File: config.mk
export PLATFORM = sky130hd
export DESIGN_NAME = pfc_gate_ctrl
export DESIGN_NICKNAME = d
export VERILOG_FILES = /design/src/rtl/pfc_gate_pkg.sv /design/src/rtl/pfc_zx_edge.sv /design/src/rtl/pfc_watchdog.sv /design/src/rtl/pfc_on_timer.sv /design/src/rtl/pfc_gate_ctrl.sv
export SDC_FILE = /design/constraint.sdc
export NUM_CORES = 1
export LEC_CHECK = 0
export BUFFER_PORTS_ARGS = -buffer_cell sky130_fd_sc_hd__buf_4
export CAP_MARGIN = 15
export CORE_MARGIN = 2
export CORE_UTILIZATION = 50
export DETAILED_ROUTE_END_ITERATION = 8
export GPL_TIMING_DRIVEN = 0
export MAX_ROUTING_LAYER = met4
export PLACE_DENSITY = 0.77
export SLEW_MARGIN = 15
export SYNTH_ARGS = -nofsm -noshare
export SYNTH_HDL_FRONTEND = slang
export SYNTH_SLANG_ARGS = --single-unit
File: constraint.sdc
create_clock -name clk -period 5.8 [get_ports clk]
set_input_delay 0.58 -clock clk [delete_from_list [all_inputs] [get_ports clk]]
set_output_delay 0.58 -clock clk [all_outputs]
set_load 0.01 [all_outputs]
File: src/rtl/pfc_gate_pkg.sv
package pfc_gate_pkg;

  typedef enum logic [1:0] {
    ST_IDLE  = 2'd0,
    ST_ON    = 2'd1,
    ST_WAIT  = 2'd2,
    ST_BLANK = 2'd3
  } pfc_state_e;

  // On-interval length in clock cycles: ticks times tick length, clamped, at least one cycle.
  function automatic int unsigned on_cycles(input int unsigned code,
                                            input logic        near_zero,
                                            input int unsigned tick_cyc,
                                            input int unsigned ext_ticks,
                                            input int unsigned max_on);
    int unsigned ticks;
    int unsigned cyc;
    ticks = code + (near_zero ? ext_ticks : 0);
    cyc   = ticks * tick_cyc;
    if (cyc > max_on) cyc = max_on;
    if (cyc == 0) cyc = 1;
    return cyc;
  endfunction

endpackage

File: src/rtl/pfc_zx_edge.sv
module pfc_zx_edge (
  input  logic clk,
  input  logic rst_n,
  input  logic zx_in,
  output logic zx_rise,
  output logic zx_fall
);
  logic zx_prev;

  always_ff @(posedge clk or negedge rst_n) begin
    if (!rst_n) zx_prev <= 1'b0;
    else        zx_prev <= zx_in;
  end

  assign zx_rise = zx_in & ~zx_prev;
  assign zx_fall = ~zx_in & zx_prev;
endmodule

File: src/rtl/pfc_watchdog.sv
module pfc_watchdog #(
  parameter int unsigned WDOG_CYC = 300
) (
  input  logic clk,
  input  logic rst_n,
  input  logic run,
  output logic expire
);
  localparam int unsigned WD_W = $clog2(WDOG_CYC + 1);
  localparam logic [WD_W-1:0] WD_LAST = WD_W'(WDOG_CYC - 1);

  logic [WD_W-1:0] wd_cnt;

  assign expire = run && (wd_cnt == WD_LAST);

  always_ff @(posedge clk or negedge rst_n) begin
    if (!rst_n)       wd_cnt <= '0;
    else if (!run)    wd_cnt <= '0;
    else if (!expire) wd_cnt <= wd_cnt + 1'b1;
  end

  // the low-interval count never passes the watchdog period
  a_r8_wd_bound: assert property (@(posedge clk) disable iff (!rst_n)
    run |-> (wd_cnt <= WD_LAST));
endmodule

File: src/rtl/pfc_on_timer.sv
module pfc_on_timer
  import pfc_gate_pkg::*;
#(
  parameter int unsigned CODE_W     = 6,
  parameter int unsigned TICK_CYC   = 4,
  parameter int unsigned EXT_TICKS  = 3,
  parameter int unsigned MAX_ON_CYC = 200
) (
  input  logic              clk,
  input  logic              rst_n,
  input  logic              start,
  input  logic              active,
  input  logic [CODE_W-1:0] code,
  input  logic              near_zero,
  output logic              done
);
  localparam int unsigned LEN_W = $clog2(MAX_ON_CYC + 1);

  logic [LEN_W-1:0] len_q;
  logic [LEN_W-1:0] cnt_q;
  logic [LEN_W-1:0] len_calc;

  assign len_calc = LEN_W'(on_cycles(32'(code), near_zero, TICK_CYC, EXT_TICKS, MAX_ON_CYC));
  assign done     = active && (cnt_q == len_q);

  always_ff @(posedge clk or negedge rst_n) begin
    if (!rst_n) begin
      len_q <= LEN_W'(1);
      cnt_q <= LEN_W'(1);
    end else if (start) begin
      len_q <= len_calc;
      cnt_q <= LEN_W'(1);
    end else if (active && !done) begin
      cnt_q <= cnt_q + 1'b1;
    end
  end

  // the running count stays within the latched length
  a_r3_cnt_bound: assert property (@(posedge clk) disable iff (!rst_n)
    active |-> (cnt_q <= len_q));
  // the latched length is nonzero and at most the limit
  a_r5_len_clamp: assert property (@(posedge clk) disable iff (!rst_n)
    active |-> (len_q != '0 && 32'(len_q) <= MAX_ON_CYC));
endmodule

File: src/rtl/pfc_gate_ctrl.sv
module pfc_gate_ctrl
  import pfc_gate_pkg::*;
#(
  parameter int unsigned CODE_W     = 6,
  parameter int unsigned TICK_CYC   = 4,
  parameter int unsigned EXT_TICKS  = 3,
  parameter int unsigned MAX_ON_CYC = 200,
  parameter int unsigned WDOG_CYC   = 300
) (
  input  logic              clk,
  input  logic              rst_n,
  input  logic              enable,
  input  logic [CODE_W-1:0] on_code,
  input  logic              line_near_zero,
  input  logic              zx_cmp,
  input  logic              ovp_hi,
  input  logic              bus_below_reg,
  output logic              gate
);
  pfc_state_e st, st_nxt;
  logic armed;
  logic zx_rise, zx_fall;
  logic zx_valid_fall;
  logic wd_fire;
  logic on_done;
  logic start_evt;
  logic in_wait;

  pfc_zx_edge u_edge (
    .clk    (clk),
    .rst_n  (rst_n),
    .zx_in  (zx_cmp),
    .zx_rise(zx_rise),
    .zx_fall(zx_fall)
  );

  assign in_wait = (st == ST_WAIT);

  pfc_watchdog #(.WDOG_CYC(WDOG_CYC)) u_wdog (
    .clk   (clk),
    .rst_n (rst_n),
    .run   (in_wait),
    .expire(wd_fire)
  );

  pfc_on_timer #(
    .CODE_W    (CODE_W),
    .TICK_CYC  (TICK_CYC),
    .EXT_TICKS (EXT_TICKS),
    .MAX_ON_CYC(MAX_ON_CYC)
  ) u_timer (
    .clk      (clk),
    .rst_n    (rst_n),
    .start    (start_evt),
    .active   (st == ST_ON),
    .code     (on_code),
    .near_zero(line_near_zero),
    .done     (on_done)
  );

  assign zx_valid_fall = in_wait && armed && zx_fall;

  always_comb begin
    start_evt = 1'b0;
    if (enable && !ovp_hi) begin
      unique case (st)
        ST_IDLE:  start_evt = 1'b1;
        ST_WAIT:  start_evt = zx_valid_fall || wd_fire;
        ST_BLANK: start_evt = bus_below_reg;
        default:  start_evt = 1'b0;
      endcase
    end
  end

  always_comb begin
    st_nxt = st;
    if (!enable)        st_nxt = ST_IDLE;
    else if (ovp_hi)    st_nxt = ST_BLANK;
    else if (start_evt) st_nxt = ST_ON;
    else if (st == ST_ON && on_done) st_nxt = ST_WAIT;
  end

  always_ff @(posedge clk or negedge rst_n) begin
    if (!rst_n) begin
      st    <= ST_IDLE;
      armed <= 1'b0;
    end else begin
      st <= st_nxt;
      if (!in_wait)     armed <= 1'b0;
      else if (zx_rise) armed <= 1'b1;
    end
  end

  assign gate = (st == ST_ON);

  // dropping enable turns the gate off at the next edge
  a_r11_disable_low: assert property (@(posedge clk) disable iff (!rst_n)
    !enable |=> !gate);
  // overvoltage blanks the gate at the next edge
  a_r9_ovp_blank: assert property (@(posedge clk) disable iff (!rst_n)
    ovp_hi |=> !gate);
  // an unfinished on-pulse continues whatever the comparator does
  a_r7_on_holds: assert property (@(posedge clk) disable iff (!rst_n)
    (st == ST_ON && !on_done && enable && !ovp_hi) |=> gate);
  // without an arming rise only the watchdog may end the off interval
  a_r6_unarmed_idle: assert property (@(posedge clk) disable iff (!rst_n)
    (in_wait && !armed && !wd_fire) |=> !gate);
  // a valid falling edge starts the next pulse
  a_r6_valid_start: assert property (@(posedge clk) disable iff (!rst_n)
    (zx_valid_fall && enable && !ovp_hi) |=> gate);
  // watchdog expiry forces a pulse
  a_r8_wd_pulse: assert property (@(posedge clk) disable iff (!rst_n)
    (wd_fire && enable && !ovp_hi) |=> gate);
  // blanking persists until the bus is below regulation
  a_r10_blank_hold: assert property (@(posedge clk) disable iff (!rst_n)
    (st == ST_BLANK && !bus_below_reg) |=> !gate);
endmodule

# After elaboration in Yosys (flattened, before gate mapping)
# Index checks and enable logic that the tools add are counted.
# W data, S select, Z words.
[totals]
inputBits = 13
output_inout_bits = 1
reg_bits = 29
elab_cells = 50
[classes]
n_eq_ne = 8
muxes = 15
addsub = 3
n_reduce_logical = 13
bitwise_logic = 4
order_cmp = 1
[op_table]
columns = ["op", "n"]
rows = [
  ["$gt A32 B8 Y1 const B", 1],
  ["$logic_not A32 Y1", 1],
  ["$mux W32", 1],
  ["$add A6 B30 Y30", 1],
  ["$mux W8", 3],
  ["$mux W9", 2],
  ["$mux W2", 5],
  ["$add A9 B1 Y9 const B", 1],
  ["$eq A9 B9 Y1 const B", 1],
  ["$add A8 B1 Y8 const B", 1],
  ["$eq A8 B8 Y1", 1],
  ["$logic_and A1 B1 Y1", 7],
  ["$eq A2 B2 Y1 const B", 2],
  ["$ne A4 B1 Y1 const B", 1],
  ["$mux W1", 3],
  ["$pmux W1 S3", 1],
  ["$and A1 B1 Y1", 2],
  ["$eq A2 B1 Y1 const B", 1],
  ["$logic_not A1 Y1", 2],
  ["$logic_not A2 Y1", 1],
  ["$ne A2 B1 Y1 const B", 1],
  ["$ne A2 B2 Y1 const B", 1],
  ["$not A1 Y1", 2],
  ["$reduce_bool A2 Y1", 1],
  ["$logic_or A1 B1 Y1", 1],
]

# Logic depth before layout (Yosys ltp)
# Gate-level depths: netlist of run 1.
[depth]
depth_word = 9
ltp_mapped = 8
depth_no_buf = 8

# By module
# A second synthesis of run 1 with hierarchy kept.
[hier_totals]
hier_cells = 180
hier_area_um2 = 1754.2
[by_module_without_submodules]
columns = ["module", "cells_each", "n_inst", "area_per_inst_um2", "seq_area_each_um2"]
rows = [
  ["pfc_on_timer", 112, 1, 1063.5, 377.9],
  ["pfc_watchdog", 48, 1, 483.0, 225.2],
  ["pfc_gate_ctrl", 17, 1, 167.7, 75.1],
  ["pfc_zx_edge", 3, 1, 40.0, 25.0],
]

# Worst setup path before layout of run 1
# Ideal clock, no wire load.
[synth_path]
path_type = "input -> register"
startpoint = "input port on_code[0]"
endpoint = "register u_timer.len_q[4]"
setup_slack_ns = 3.607
required_time_ns = 5.672
n_path_buf = 0
path_stages = 8
arrival_time_ns = 2.065
setup_ns = 0.128
path_cell_list = "ha_1 inv_1 fa_1 and3b_1 nor2_1 a21o_1 nor4_4 a21oi_1"
[synth_between]
elab_chain_len = 5
[synth_rtl]
columns = ["item", "line", "rtl"]
rows = [
  ["start, declared", "pfc_gate_ctrl.sv:13", "input logic [CODE_W-1:0] on_code,"],
  ["$add A6 B30 Y30 (*)", "pfc_gate_pkg.sv:18", "ticks = code + (near_zero ? ext_ticks : 0);"],
  ["$gt A32 B8 Y1", "pfc_gate_pkg.sv:20", "if (cyc > max_on) cyc = max_on;"],
  ["$mux W32 (*)", "pfc_gate_pkg.sv:20", ""],
  ["$logic_not A32 Y1", "pfc_gate_pkg.sv:21", "if (cyc == 0) cyc = 1;"],
  ["$mux W8 (*)", "pfc_gate_pkg.sv:21", ""],
  ["end signal, assigned", "pfc_on_timer.sv:31", "len_q <= len_calc;"],
  ["end, declared", "pfc_on_timer.sv:19", "logic [LEN_W-1:0] len_q;"],
]
# Every way passes the cells marked *; elsewhere a longest branch is shown, timed or not.
# A chain may end at the register's enable or synchronous reset.

# Worst setup path after layout of run 1
[layout_path]
startpoint = "input port line_near_zero"
endpoint = "register u_timer.len_q[4]"
[layout_between]
elab_chain_len = 6
[layout_rtl]
columns = ["item", "line", "rtl"]
rows = [
  ["start, declared", "pfc_gate_ctrl.sv:14", "input logic line_near_zero,"],
  ["$mux W2 (*)", "pfc_gate_pkg.sv:18", ""],
  ["$add A6 B30 Y30 (*)", "pfc_gate_pkg.sv:18", ""],
  ["$gt A32 B8 Y1", "pfc_gate_pkg.sv:20", ""],
  ["$mux W32 (*)", "pfc_gate_pkg.sv:20", ""],
  ["$logic_not A32 Y1", "pfc_gate_pkg.sv:21", ""],
  ["$mux W8 (*)", "pfc_gate_pkg.sv:21", ""],
]
# Marks and branches as above.

==> results of run 1 <==
## logic make-up after synthesis
family                     after synthesis
and+or+nand+nor                         78
xor gates and xnor gates                19
muxes                                    7
buffers and inverters                    9
DFF                                     28
AOI/OAI and AO/OA                       31
adders and majority gates                5
## path summary, 6_finish.rpt
| kind | start | end | slack [ns] | cells after the start |
|---|---|---|---|---|
| setup / recovery | line_near_zero | u_timer.len_q[4] | 3.71 | 9 |
| hold / removal | rst_n | st[0] | 0.14 | 1 |
| setup reg to reg | u_wdog.wd_cnt[0] | u_timer.len_q[4] | 3.75 | 6 |
| hold reg to reg | u_timer.len_q[0] | u_timer.len_q[0] | 0.51 | 2 |
| max in group asynchronous | rst_n | u_timer.cnt_q[0] | 5.35 | 1 |
| min in group clk | zx_cmp | u_edge.zx_prev | 0.37 | 1 |
## layout make-up
cell class | count | area share [%]
Multi-Input combinational cell | 140 | 51.1
Sequential cell | 28 | 36.9
Timing Repair Buffer | 13 | 5.12
Tap cell | 46 | 3.02
Clock buffer | 4 | 1.90
Inverter | 7 | 1.38
Buffer | 2 | 0.591
## flip-flops by register name (all words and copies together) (netlist names)
name,cells
armed,1
st,2
u_edge.zx_prev,1
u_timer.cnt_q,8
u_timer.len_q,7
u_wdog.wd_cnt,9
## cell usage in the layout, fill, tap and decap left out, drive strengths merged, types with 2 or more instances in the layout
cell | synthesis | final
o21ai | 4 | 4
xnor2 | 7 | 7
a31oi | 3 | 3
nand2 | 19 | 19
nand2b | 3 | 3
mux2i | 7 | 7
nand3 | 10 | 10
nand4 | 4 | 4
ha | 4 | 4
nor2b | 4 | 4
a21o | 3 | 3
a21oi | 9 | 9
clkbuf | 1 | 5
buf | 1 | 14
o21a | 3 | 3
inv | 7 | 7
and3 | 5 | 5
nor3b | 3 | 3
and2b | 3 | 3
nor2 | 19 | 19
xor2 | 12 | 12
dfstp | 2 | 2
dfrtp | 26 | 26
nor4 | 3 | 3
a21boi | 2 | 2
## worst max-delay path, cell delays in order
cell and delay (ns):
sky130_fd_sc_hd__buf_4 0.09, sky130_fd_sc_hd__ha_1 0.20, sky130_fd_sc_hd__inv_1 0.07, sky130_fd_sc_hd__fa_1 0.46, sky130_fd_sc_hd__and3b_1 0.28, sky130_fd_sc_hd__nor2_1 0.06
sky130_fd_sc_hd__a21o_1 0.19, sky130_fd_sc_hd__nor4_4 0.28, sky130_fd_sc_hd__a21oi_1 0.10
## layer usage
metal	GRT usage, %	vias to the layer above
li1	-	655
met1	23.8	661
met2	33.3	22
met3	3.60	8
met4	7.50	0
met5	-	-
## report_power, final
part            total, W  internal (W)  switching, W
logic           0.000110     0.0000511     0.0000588
registers       0.000253      0.000223     0.0000296
clock network  0.0000933     0.0000384     0.0000549
## stage by stage
step	instance area, sq um	hold slack, ns
5_1_grt	1910	0.136
4_1_cts	1910	0.149
3_3_place_gp	1870	0.478
6_report	1910	0.140
2_1_floorplan	1710	0.284
3_5_place_dp	1870	0.492
==> metrics.txt, run 1 <==
status finished clean; share of synthesized cell area in and, or, nand and nor gates 25.4%; count of unresolved DRC violations after routing 0; required time of the worst setup path 6.03 ns; arrival time of the worst setup path 2.32 ns; Slew Limit Fails 0; number of buffers inserted by port buffering 13; number of rows created at floorplan 21; post-synthesis sequential area ratio 41.0%; via density per instance 5.61; post-synthesis register bit count 28; HPWL after detailed placement 2550 um; final period demand of the worst path 2.09 ns; netlist area before placement 1710 sq um; final-stage net count 213; nature of the critical path startpoint input port; GR Overflow Total 0; vias in the first global route 1482; final count of negative-setup-slack endpoints 0; global-route total usage across every layer 19.8%; number of setup buffers added after CTS 0; most common library cells after synthesis sky130_fd_sc_hd__dfrtp_1 (26), sky130_fd_sc_hd__nand2_1 (19), sky130_fd_sc_hd__nor2_1 (19); post-synthesis xor/xnor area fraction 9.71%; Worst setup EP type flip-flop; Synth Instances 177; wire length of the first global-routing pass 6200 um; worst slack at placement 3.34 ns; DRT iter0 DRCs 81; maximum ir drop on the vdd rail 87.0 uV; number of ports placed on the die boundary 14; final critical-path share of the clock period 36.0%; synth top area cells sky130_fd_sc_hd__dfrtp_1 (38%), sky130_fd_sc_hd__xor2_1 (6.1%), sky130_fd_sc_hd__nand2_1 (4.2%), sky130_fd_sc_hd__nor2_1 (4.2%), sky130_fd_sc_hd__mux2i_1 (4.1%); main combinational cell family by area after synthesis simple AND/OR/NAND/NOR gates; met3 wirelength from detailed routing 101 um; routed metal-1 wire length 1460 um; average wire per cell in the routed design 13.7 um; initial antenna violation count 0; number of buffers created by CTS 3; multiplexer share of the synthesized area 4.09%; average cell area after synthesis 9.68 sq um; Reg area 703 sq um; GPL Wtd Cong 0.850; hold buffers post-CTS 0; power density over cell area 239 nW/um^2; dominant synthesized flop cell sky130_fd_sc_hd__dfrtp_1; vias after detailed routing 1346; area enclosed by the die boundary 3910 sq um; floorplan core area 3310 sq um; growth of design area from synthesis to finish 11.2%; fraction of synthesis flops using an asynchronous set or reset pin 100%; Cells after DPL 236; first-pass iteration count of the detailed router 4; highest layer used for signal routing met4; cell taking the most area after synthesis sky130_fd_sc_hd__dfrtp_1; transition time at the pin with the least slew margin 0.605 ns; worst-skew pair later-pin latency 0.32 ns; Routed met2 length 1660 um; number of clock sinks seen by CTS 28; number of synthesized flops with an enable pin 0; non-filler cells in the finished layout 240; buffer levels on the longest clock path 2; maximum clock frequency 478 MHz; Final Hold Viols 0; leading cell type by number of instances after synthesis sky130_fd_sc_hd__dfrtp_1; Horiz. Die Dim 62.6 um; Leakage 0.881 nW; post-route ant nets 0; post-synth top area share 38.0%; Die Ht 62.6 um; type of the worst setup path in -> reg; cell at the root of the clock tree sky130_fd_sc_hd__clkbuf_4; Starting Density 51.8%; post-layout power 0.000456 W; Setup TNS 0 ns; cts repair resizes 0; setup repair after global routing missed its margin false; final WL 3290 um; Yosys warning count 0; max_cap viols 0; Relative slew margins 59.3%; count of inserted antenna diode cells 0; net count after synthesis 195; Fill cells 310; Post-Synth Adder-Cell Area 4.09%; clock skew 0.00837 ns; number of unique standard cell types used by synthesis 43; clock-pin slew on the worst setup and hold paths 0.15 ns; multi-input logic area 973 sq um; post-route worst setup slack 3.71 ns; largest net degree at the start of global routing 29; Layout Utilization 57.6%; classification of the worst-slack hold path in -> async; compound-cell area share of the yosys netlist 13.5%; clock tree from TritonCTS yes; maximum fanout along the worst path 7; number of H-tree levels 1; share of layout cells above drive strength 1 15.5%
(Power assumes the default switching activity.)
==> run 2, diff against run 1 <==
clock period = 2 ns   (was 5.8 ns; I/O delays follow)
==> metrics.txt, run 2 (same netlist as run 1, synthesis figures left out) <==
status finished clean (unchanged); final critical-path share of the clock period 93.2%; nature of the critical path startpoint flip-flop (was input port); maximum fanout along the worst path 10 (was 7); largest net degree at the start of global routing 29 (unchanged); maximum ir drop on the vdd rail 258 uV (was 87.0 uV); vias in the first global route 1509 (was 1482); Hold Path Origin enable; met3 usage 3.42% (was 3.60%); maximum clock frequency 536 MHz; classification of the worst-slack hold path in -> reg (was in -> async); number of rows created at floorplan 21 (unchanged); cell at the root of the clock tree sky130_fd_sc_hd__clkbuf_4 (unchanged); via density per instance 5.55 (was 5.61); clock-pin slew on the worst setup and hold paths 0.15 ns (about the same); clock tree from TritonCTS yes (unchanged); number of ports placed on the die boundary 14 (unchanged); first-pass iteration count of the detailed router 4 (unchanged); count of unresolved DRC violations after routing 0 (unchanged); Leakage 0.915 nW (was 0.881 nW); number of clock sinks seen by CTS 28 (unchanged); number of H-tree levels 1 (unchanged); vias after detailed routing 1376 (was 1346); power density over cell area 676 nW/um^2 (was 239 nW/um^2); HPWL after detailed placement 2550 um (unchanged); DRT iter0 DRCs 54 (was 81); Setup TNS 0 ns (unchanged); highest-utilization routing layer at the global route stage met2 (unchanged); met1 layer usage reported by global route 23.5% (was 23.8%); Die Ht 62.6 um (unchanged); buffer levels on the longest clock path 2 (unchanged); top flop regs u_wdog.wd_cnt x9, u_timer.cnt_q x8, u_timer.len_q x7 (unchanged); final period demand of the worst path 1.86 ns; Worst setup EP type flip-flop (unchanged); clock skew 0.00865 ns (was 0.00837 ns); Horiz. Die Dim 62.6 um (unchanged); transition time at the pin with the least slew margin 0.523 ns (was 0.605 ns); Slowest-stage cell, CP sky130_fd_sc_hd__dfrtp_1 (was sky130_fd_sc_hd__fa_1); most flop-heavy register u_wdog.wd_cnt (unchanged); worst slack at placement -0.0850 ns (was 3.34 ns); Relative slew margins 64.8% (was 59.3%); most common library cell in the layout ignoring fill and taps sky130_fd_sc_hd__dfrtp_1 (unchanged); max_cap viols 0 (unchanged); setup repair after global routing missed its margin false (unchanged); final-stage net count 221 (was 213); stage delay of the slowest cell on the critical path 0.43 ns (was 0.46 ns); number of buffers created by CTS 3 (unchanged); initial antenna violation count 0 (unchanged); worst-skew pair later-pin latency 0.33 ns (was 0.32 ns); post-route ant nets 0 (unchanged); final WL 3350 um (was 3290 um); floorplan core area 3310 sq um (unchanged); GR Overflow Total 0 (unchanged); post-layout power 0.00134 W (was 0.000456 W); Critical R2R Launch u_wdog.wd_cnt[1] (was u_wdog.wd_cnt[0]); multi-input logic area 983 sq um (was 973 sq um); launch point of the worst path u_wdog.wd_cnt[1] (was line_near_zero); required time of the worst setup path 2.20 ns (was 6.03 ns); Largest register FFs 9 (unchanged); share of layout cells above drive strength 1 19.8% (was 15.5%); number of buffers inserted by port buffering 13 (unchanged); global-route total usage across every layer 19.9% (was 19.8%); Final Hold Viols 0 (unchanged); area enclosed by the die boundary 3910 sq um (unchanged); GPL Wtd Cong 0.850 (unchanged); worst slack on hold paths 0.0981 ns (was 0.140 ns); met2 track utilization from global routing 34.0% (was 33.3%); wire length of the first global-routing pass 6220 um (was 6200 um); average wire per cell in the routed design 13.5 um (was 13.7 um); final count of negative-setup-slack endpoints 0 (unchanged); Reg area 704 sq um (was 703 sq um); count of inserted antenna diode cells 0 (unchanged); growth of design area from synthesis to finish 15.6% (was 11.2%); Slew Limit Fails 0 (unchanged); cell-by-cell trace of the critical path ha_2 > and4bb_1 > nand4_4 > a311o_2 > buf_4 > nand2_1 > o21ai_0 (was buf_4 > ha_1 > inv_1 > fa_1 > and3b_1 > nor2_1 > a21o_1 > nor4_4 > a21oi_1); Starting Density 51.8% (unchanged); Fill cells 294 (was 310); arrival time of the worst setup path 2.07 ns (was 2.32 ns); post-route worst setup slack 0.136 ns (was 3.71 ns); type of the worst setup path reg -> reg (was in -> reg); most used cells in the layout excluding fill and tap cells sky130_fd_sc_hd__dfrtp_1 (25), sky130_fd_sc_hd__buf_4 (20), sky130_fd_sc_hd__nand2_1 (19), sky130_fd_sc_hd__nor2_1 (19), sky130_fd_sc_hd__xor2_1 (12) (was sky130_fd_sc_hd__dfrtp_1 (26), sky130_fd_sc_hd__nand2_1 (19), sky130_fd_sc_hd__nor2_1 (19))
[run 2: changes by cell type in the layout (fill, tap and decap cells not counted)]
cell                            before  now
sky130_fd_sc_hd__nor4_2              0    1
sky130_fd_sc_hd__dlygate4sd3_1       0    2
sky130_fd_sc_hd__ha_1                4    3
sky130_fd_sc_hd__ha_2                0    1
sky130_fd_sc_hd__nor4_1              2    1
sky130_fd_sc_hd__a311o_1             1    0
sky130_fd_sc_hd__dfrtp_2             0    1
sky130_fd_sc_hd__a311o_2             0    1
sky130_fd_sc_hd__buf_4              14   20
sky130_fd_sc_hd__dfrtp_1            26   25
[run 2: cell type report]
type,instances,area share [%]
plain buffers,2,0.568
inverters,7,1.33
multi-input cells,140,49.6
repair buffers,21,8.21
clock buffers,4,1.83
well taps,46,2.90
flip-flops and latches,28,35.5
[run 2: power breakdown]
part,leakage [nW],internal [W],switching (W)
logic,0.532,0.000157,0.000178
clock network,0.0210,0.000111,0.000160
registers,0.362,0.000647,0.0000857
[run 2: routing by layer]
metal	vias up	routed length, um
li1	675	-
met5	-	0
met4	0	59
met1	669	1510
met2	24	1690
met3	8	97
[run 2: stage by stage]
step / cell area [sq um] / utilization, % / std cells
after detailed placement: 1870 / 56.5 / 236
after floorplan: 1710 / - / 177
after global routing: 1980 / 59.9 / 248
final: 1980 / 59.9 / 248
after global placement: 1870 / 56.5 / 236
after CTS: 1960 / 59.2 / 246
[run 2: worst max-delay path, delay by kind of cell, from the launching register on]
kind	cells	cell delay, ns
and+or+nand+nor	3	0.45
DFF	1	0.43
buffers and inverters	1	0.19
AOI/OAI and AO/OA	2	0.49
adders and majority gates	1	0.19
[run 2: final timing paths]
path | endpoint | slack (ns) | cells past startpoint
setup / recovery | u_timer.len_q[7] | 0.14 | 7
setup reg to reg | u_timer.len_q[7] | 0.14 | 7
hold reg to reg | u_timer.len_q[0] | 0.52 | 2
min in group asynchronous | st[0] | 0.30 | 2
hold / removal | st[0] | 0.1 | 2
max in group asynchronous | u_timer.cnt_q[0] | 1.40 | 2
[run 2: timing repair]
item / in CTS / in global routing
buffers inserted: 4 / 2
cloned: 0 / 0
setup endpoints to repair: 3 / 10
resized for setup: 2 / 2
hold buffers: 2 / 0
endpoints found under the hold margin: 27 / 0
pin swaps: 4 / 2
==> run 3, diff against run 2 <==
BUFFER_PORTS_ARGS = unset   (was -buffer_cell sky130_fd_sc_hd__buf_4)
DONT_BUFFER_PORTS = 1   (was unset)
PLACE_DENSITY = 0.74   (was 0.77)
REMOVE_ABC_BUFFERS = 1   (was unset)
SYNTH_HIERARCHICAL = 1   (was unset)
==> metrics.txt, run 3 <==
cell at the root of the clock tree sky130_fd_sc_hd__clkbuf_4 (unchanged); netlist area before placement 1750 sq um (was 1710 sq um); Cells after DPL 222 (was 236); Crit path buffers/inverters 3 (was 1); arrival time of the worst setup path 2.41 ns (was 2.07 ns); stage delay of the slowest cell on the critical path 0.43 ns (about the same); Fill cells 286 (was 294); Slew Limit Fails 0 (unchanged); final WL 3690 um (was 3350 um); Relative slew margins 60.1% (was 64.8%); max_cap viols 0 (unchanged); wire length of the first global-routing pass 6140 um (was 6220 um); required time of the worst setup path 2.23 ns (was 2.20 ns); Starting Density 52.2% (was 51.8%); area enclosed by the die boundary 4000 sq um (was 3910 sq um); post-synthesis sequential area ratio 40.1% (was 41.0%); number of rows created at floorplan 21 (unchanged); GPL Wtd Cong 0.743 (was 0.850); setup repair after global routing missed its margin true (was false); switching power 0.000447 W (was 0.000424 W); Die Ht 63.2 um (was 62.6 um); Reg area 703 sq um (was 704 sq um); number of clock sinks seen by CTS 28 (unchanged); vias after detailed routing 1448 (was 1376); most common library cell in the layout ignoring fill and taps sky130_fd_sc_hd__dfrtp_1 (unchanged); nature of the critical path startpoint flip-flop (unchanged); HPWL after detailed placement 2340 um (was 2550 um); worst slack at placement -1.07 ns (was -0.0850 ns); Worst setup EP type flip-flop (unchanged); leading cell type by number of instances after synthesis sky130_fd_sc_hd__dfrtp_1 (unchanged); cell mode on critical path sky130_fd_sc_hd__a21o_1; final period demand of the worst path 2.18 ns (was 1.86 ns); largest net degree at the start of global routing 29 (unchanged); maximum clock frequency 459 MHz (was 536 MHz); net switching share of the total power 29.6% (was 31.6%); maximum ir drop on the vdd rail 283 uV (was 258 uV); clock skew 0.0105 ns (was 0.00865 ns); register-to-register setup slack -0.18 ns (was 0.14 ns); cell-by-cell trace of the critical path ha_4 > nand2_4 > nor4_4 > and2_1 > a21oi_1 > a21o_1 > a21oi_4 > buf_8 > buf_6 > buf_4 > nor2b_1 > a21o_1 (was ha_2 > and4bb_1 > nand4_4 > a311o_2 > buf_4 > nand2_1 > o21ai_0); growth of design area from synthesis to finish 23.3% (was 15.6%); transition time at the pin with the least slew margin 0.598 ns (was 0.523 ns); family with the most delay on the worst path compound AO/OA/AOI/OAI gates (unchanged); number of buffers inserted by port buffering 0 (was 13); final-stage net count 223 (was 221); status complete, but fails checks (was finished clean); global-route total usage across every layer 19.7% (was 19.9%); post-route worst setup slack -0.177 ns (was 0.136 ns); Setup TNS -1.32 ns (was 0 ns); Comb pwr share 26.0% (was 25.0%); initial antenna violation count 0 (unchanged); maximum fanout along the worst path 5 (was 10); synth top area cells sky130_fd_sc_hd__dfrtp_1 (37%), sky130_fd_sc_hd__xor2_1 (5.0%), sky130_fd_sc_hd__nand2_1 (3.2%), sky130_fd_sc_hd__dfstp_2 (3.0%), sky130_fd_sc_hd__ha_1 (2.9%) (was sky130_fd_sc_hd__dfrtp_1 (38%), sky130_fd_sc_hd__xor2_1 (6.1%), sky130_fd_sc_hd__nand2_1 (4.2%), sky130_fd_sc_hd__nor2_1 (4.2%), sky130_fd_sc_hd__mux2i_1 (4.1%)); Slowest-stage cell, CP sky130_fd_sc_hd__dfrtp_1 (unchanged); clock power share 24.3% (was 20.3%); most common library cells after synthesis sky130_fd_sc_hd__dfrtp_1 (26), sky130_fd_sc_hd__nand2_1 (15), sky130_fd_sc_hd__nor2_1 (10), sky130_fd_sc_hd__xor2_1 (10), sky130_fd_sc_hd__inv_1 (9) (was sky130_fd_sc_hd__dfrtp_1 (26), sky130_fd_sc_hd__nand2_1 (19), sky130_fd_sc_hd__nor2_1 (19)); non-filler cells in the finished layout 250 (was 248); multi-input logic area 1090 sq um (was 983 sq um); post-route ant nets 0 (unchanged); post-synthesis register bit count 28 (unchanged); buffer levels on the longest clock path 2 (unchanged); worst flop-to-flop path endpoint u_timer/cnt_q[7] (was u_timer.len_q[7]); most flop-heavy register u_wdog/wd_cnt (was u_wdog.wd_cnt); DRT iter0 DRCs 43 (was 54); average cell area after synthesis 9.75 sq um (was 9.68 sq um); Hold Path Origin ovp_hi (was enable); cell taking the most area after synthesis sky130_fd_sc_hd__dfrtp_1 (unchanged); clock-pin slew on the worst setup and hold paths 0.15 ns (about the same); number of unique standard cell types used by synthesis 50 (was 43); worst-skew pair later-pin latency 0.33 ns (about the same); Final Hold Viols 0 (unchanged); power density over cell area 697 nW/um^2 (was 676 nW/um^2); count of inserted antenna diode cells 0 (unchanged); end point of the most critical hold path st[1] (was st[0]); dominant synthesized flop cell sky130_fd_sc_hd__dfrtp_1 (unchanged); number of buffers created by CTS 3 (unchanged); share of layout cells above drive strength 1 22.1% (was 19.8%); number of ports placed on the die boundary 14 (unchanged); Largest register FFs 9 (unchanged); top flop regs u_wdog/wd_cnt x9, u_timer/cnt_q x8, u_timer/len_q x7 (was u_wdog.wd_cnt x9, u_timer.cnt_q x8, u_timer.len_q x7); Leakage 0.943 nW (was 0.915 nW); Synth Instances 180 (was 177); fraction of synthesis flops using an asynchronous set or reset pin 100% (unchanged); GR Overflow Total 0 (unchanged); cell internal pwr 0.00106 W (was 0.000916 W); Horiz. Die Dim 63.2 um (was 62.6 um); Layout Utilization 64.3% (was 59.9%); Yosys warning count 6 (was 0); hold path cells 1 (was 2); Critical R2R Launch u_wdog/wd_cnt[1] (was u_wdog.wd_cnt[1]); type of the worst setup path reg -> reg (unchanged); most used cells in the layout excluding fill and tap cells sky130_fd_sc_hd__dfrtp_1 (26), sky130_fd_sc_hd__buf_4 (15), sky130_fd_sc_hd__nand2_1 (14) (was sky130_fd_sc_hd__dfrtp_1 (25), sky130_fd_sc_hd__buf_4 (20), sky130_fd_sc_hd__nand2_1 (19), sky130_fd_sc_hd__nor2_1 (19), sky130_fd_sc_hd__xor2_1 (12)); sequential power share 49.7% (was 54.7%); number of H-tree levels 1 (unchanged); via density per instance 5.79 (was 5.55); floorplan core area 3360 sq um (was 3310 sq um); vias in the first global route 1385 (was 1509); final count of negative-setup-slack endpoints 13 (was 0); number of synthesized flops with an enable pin 0 (unchanged); clock tree from TritonCTS yes (unchanged); count of unresolved DRC violations after routing 0 (unchanged); final critical-path share of the clock period 109% (was 93.2%); first-pass iteration count of the detailed router 4 (unchanged); classification of the worst-slack hold path in -> reg (unchanged); average wire per cell in the routed design 14.8 um (was 13.5 um); post-synth top area share 37.1% (was 38.0%); Worst R2R Path Depth 12 (was 7); violations in the final reports negative setup slack
==> run 3: power by group through the flow <==
stage | clock (W) | sequential, W | combinational, W
after detailed placement | 0 | 0.000759 | 0.000314
after CTS | 0.000379 | 0.000748 | 0.000356
after global routing | 0.000403 | 0.000764 | 0.000435
after global placement | 0 | 0.000755 | 0.000300
final | 0.000367 | 0.000750 | 0.000392
after floorplan | 0 | 0.000735 | 0.000266
==> run 3: repair_timing <==
item	in CTS	in global routing
endpoints found under the hold margin	31	0
resized for setup	10	13
endpoints found under the setup margin	15	14
cloned	0	0
pin swaps	6	5
hold buffers	5	0
setup buffers	7	12
==> run 3: area by class of cell <==
class                      count  area share (%)
multi-input combinational    139            50.2
sequential                    28            32.5
timing repair buffer          24            10.6
tap                           46            2.66
inverter                       9            1.56
clock inverter                 1            1.39
clock buffer                   3            1.04
==> run 3: how the worst max path moves through the flow <==
stage	depth (start not counted)	slack, ns	endpoint	startpoint
detailed placement	10	-1.07	u_timer/len_q[0]	u_wdog/wd_cnt[0]
finish	12	-0.18	u_timer/cnt_q[7]	u_wdog/wd_cnt[1]
floorplan	10	-0.84	u_timer/len_q[0]	u_wdog/wd_cnt[0]
CTS	9	-0.20	u_timer/cnt_q[6]	u_wdog/wd_cnt[4]
global route	10	-0.28	u_timer/len_q[3]	u_wdog/wd_cnt[1]
global placement	10	-1.45	u_timer/len_q[0]	u_wdog/wd_cnt[0]
==> run 3: per-stage QoR <==
stage / hold WS, ns / instance area [sq um] / total power, W
floorplan: -0.0956 / 1730 / 0.00100
detailed placement: -0.0949 / 1790 / 0.00107
global route: 0.0773 / 2160 / 0.00160
global placement: -0.0948 / 1790 / 0.00105
finish: 0.0807 / 2160 / 0.00151
CTS: 0.0531 / 2010 / 0.00148
==> run 3: kinds of logic after synthesis <==
kind of cell	after synthesis	share of synthesized area, %
flip-flops	28	40.1
XOR/XNOR	12	5.99
AO/OA/AOI/OAI	40	16.5
buffers and inverters	13	3.21
AND/OR/NAND/NOR	74	25.4
multiplexers	8	4.85
adder cells (fa/ha/maj)	5	3.99
==> run 3: metal layers <==
layer	vias to the layer above	wire, um	track usage [%]
met5	-	0	-
met4	0	36	6.79
met3	4	123	3.21
met2	33	1810	33.2
met1	712	1720	24.0
li1	699	-	-
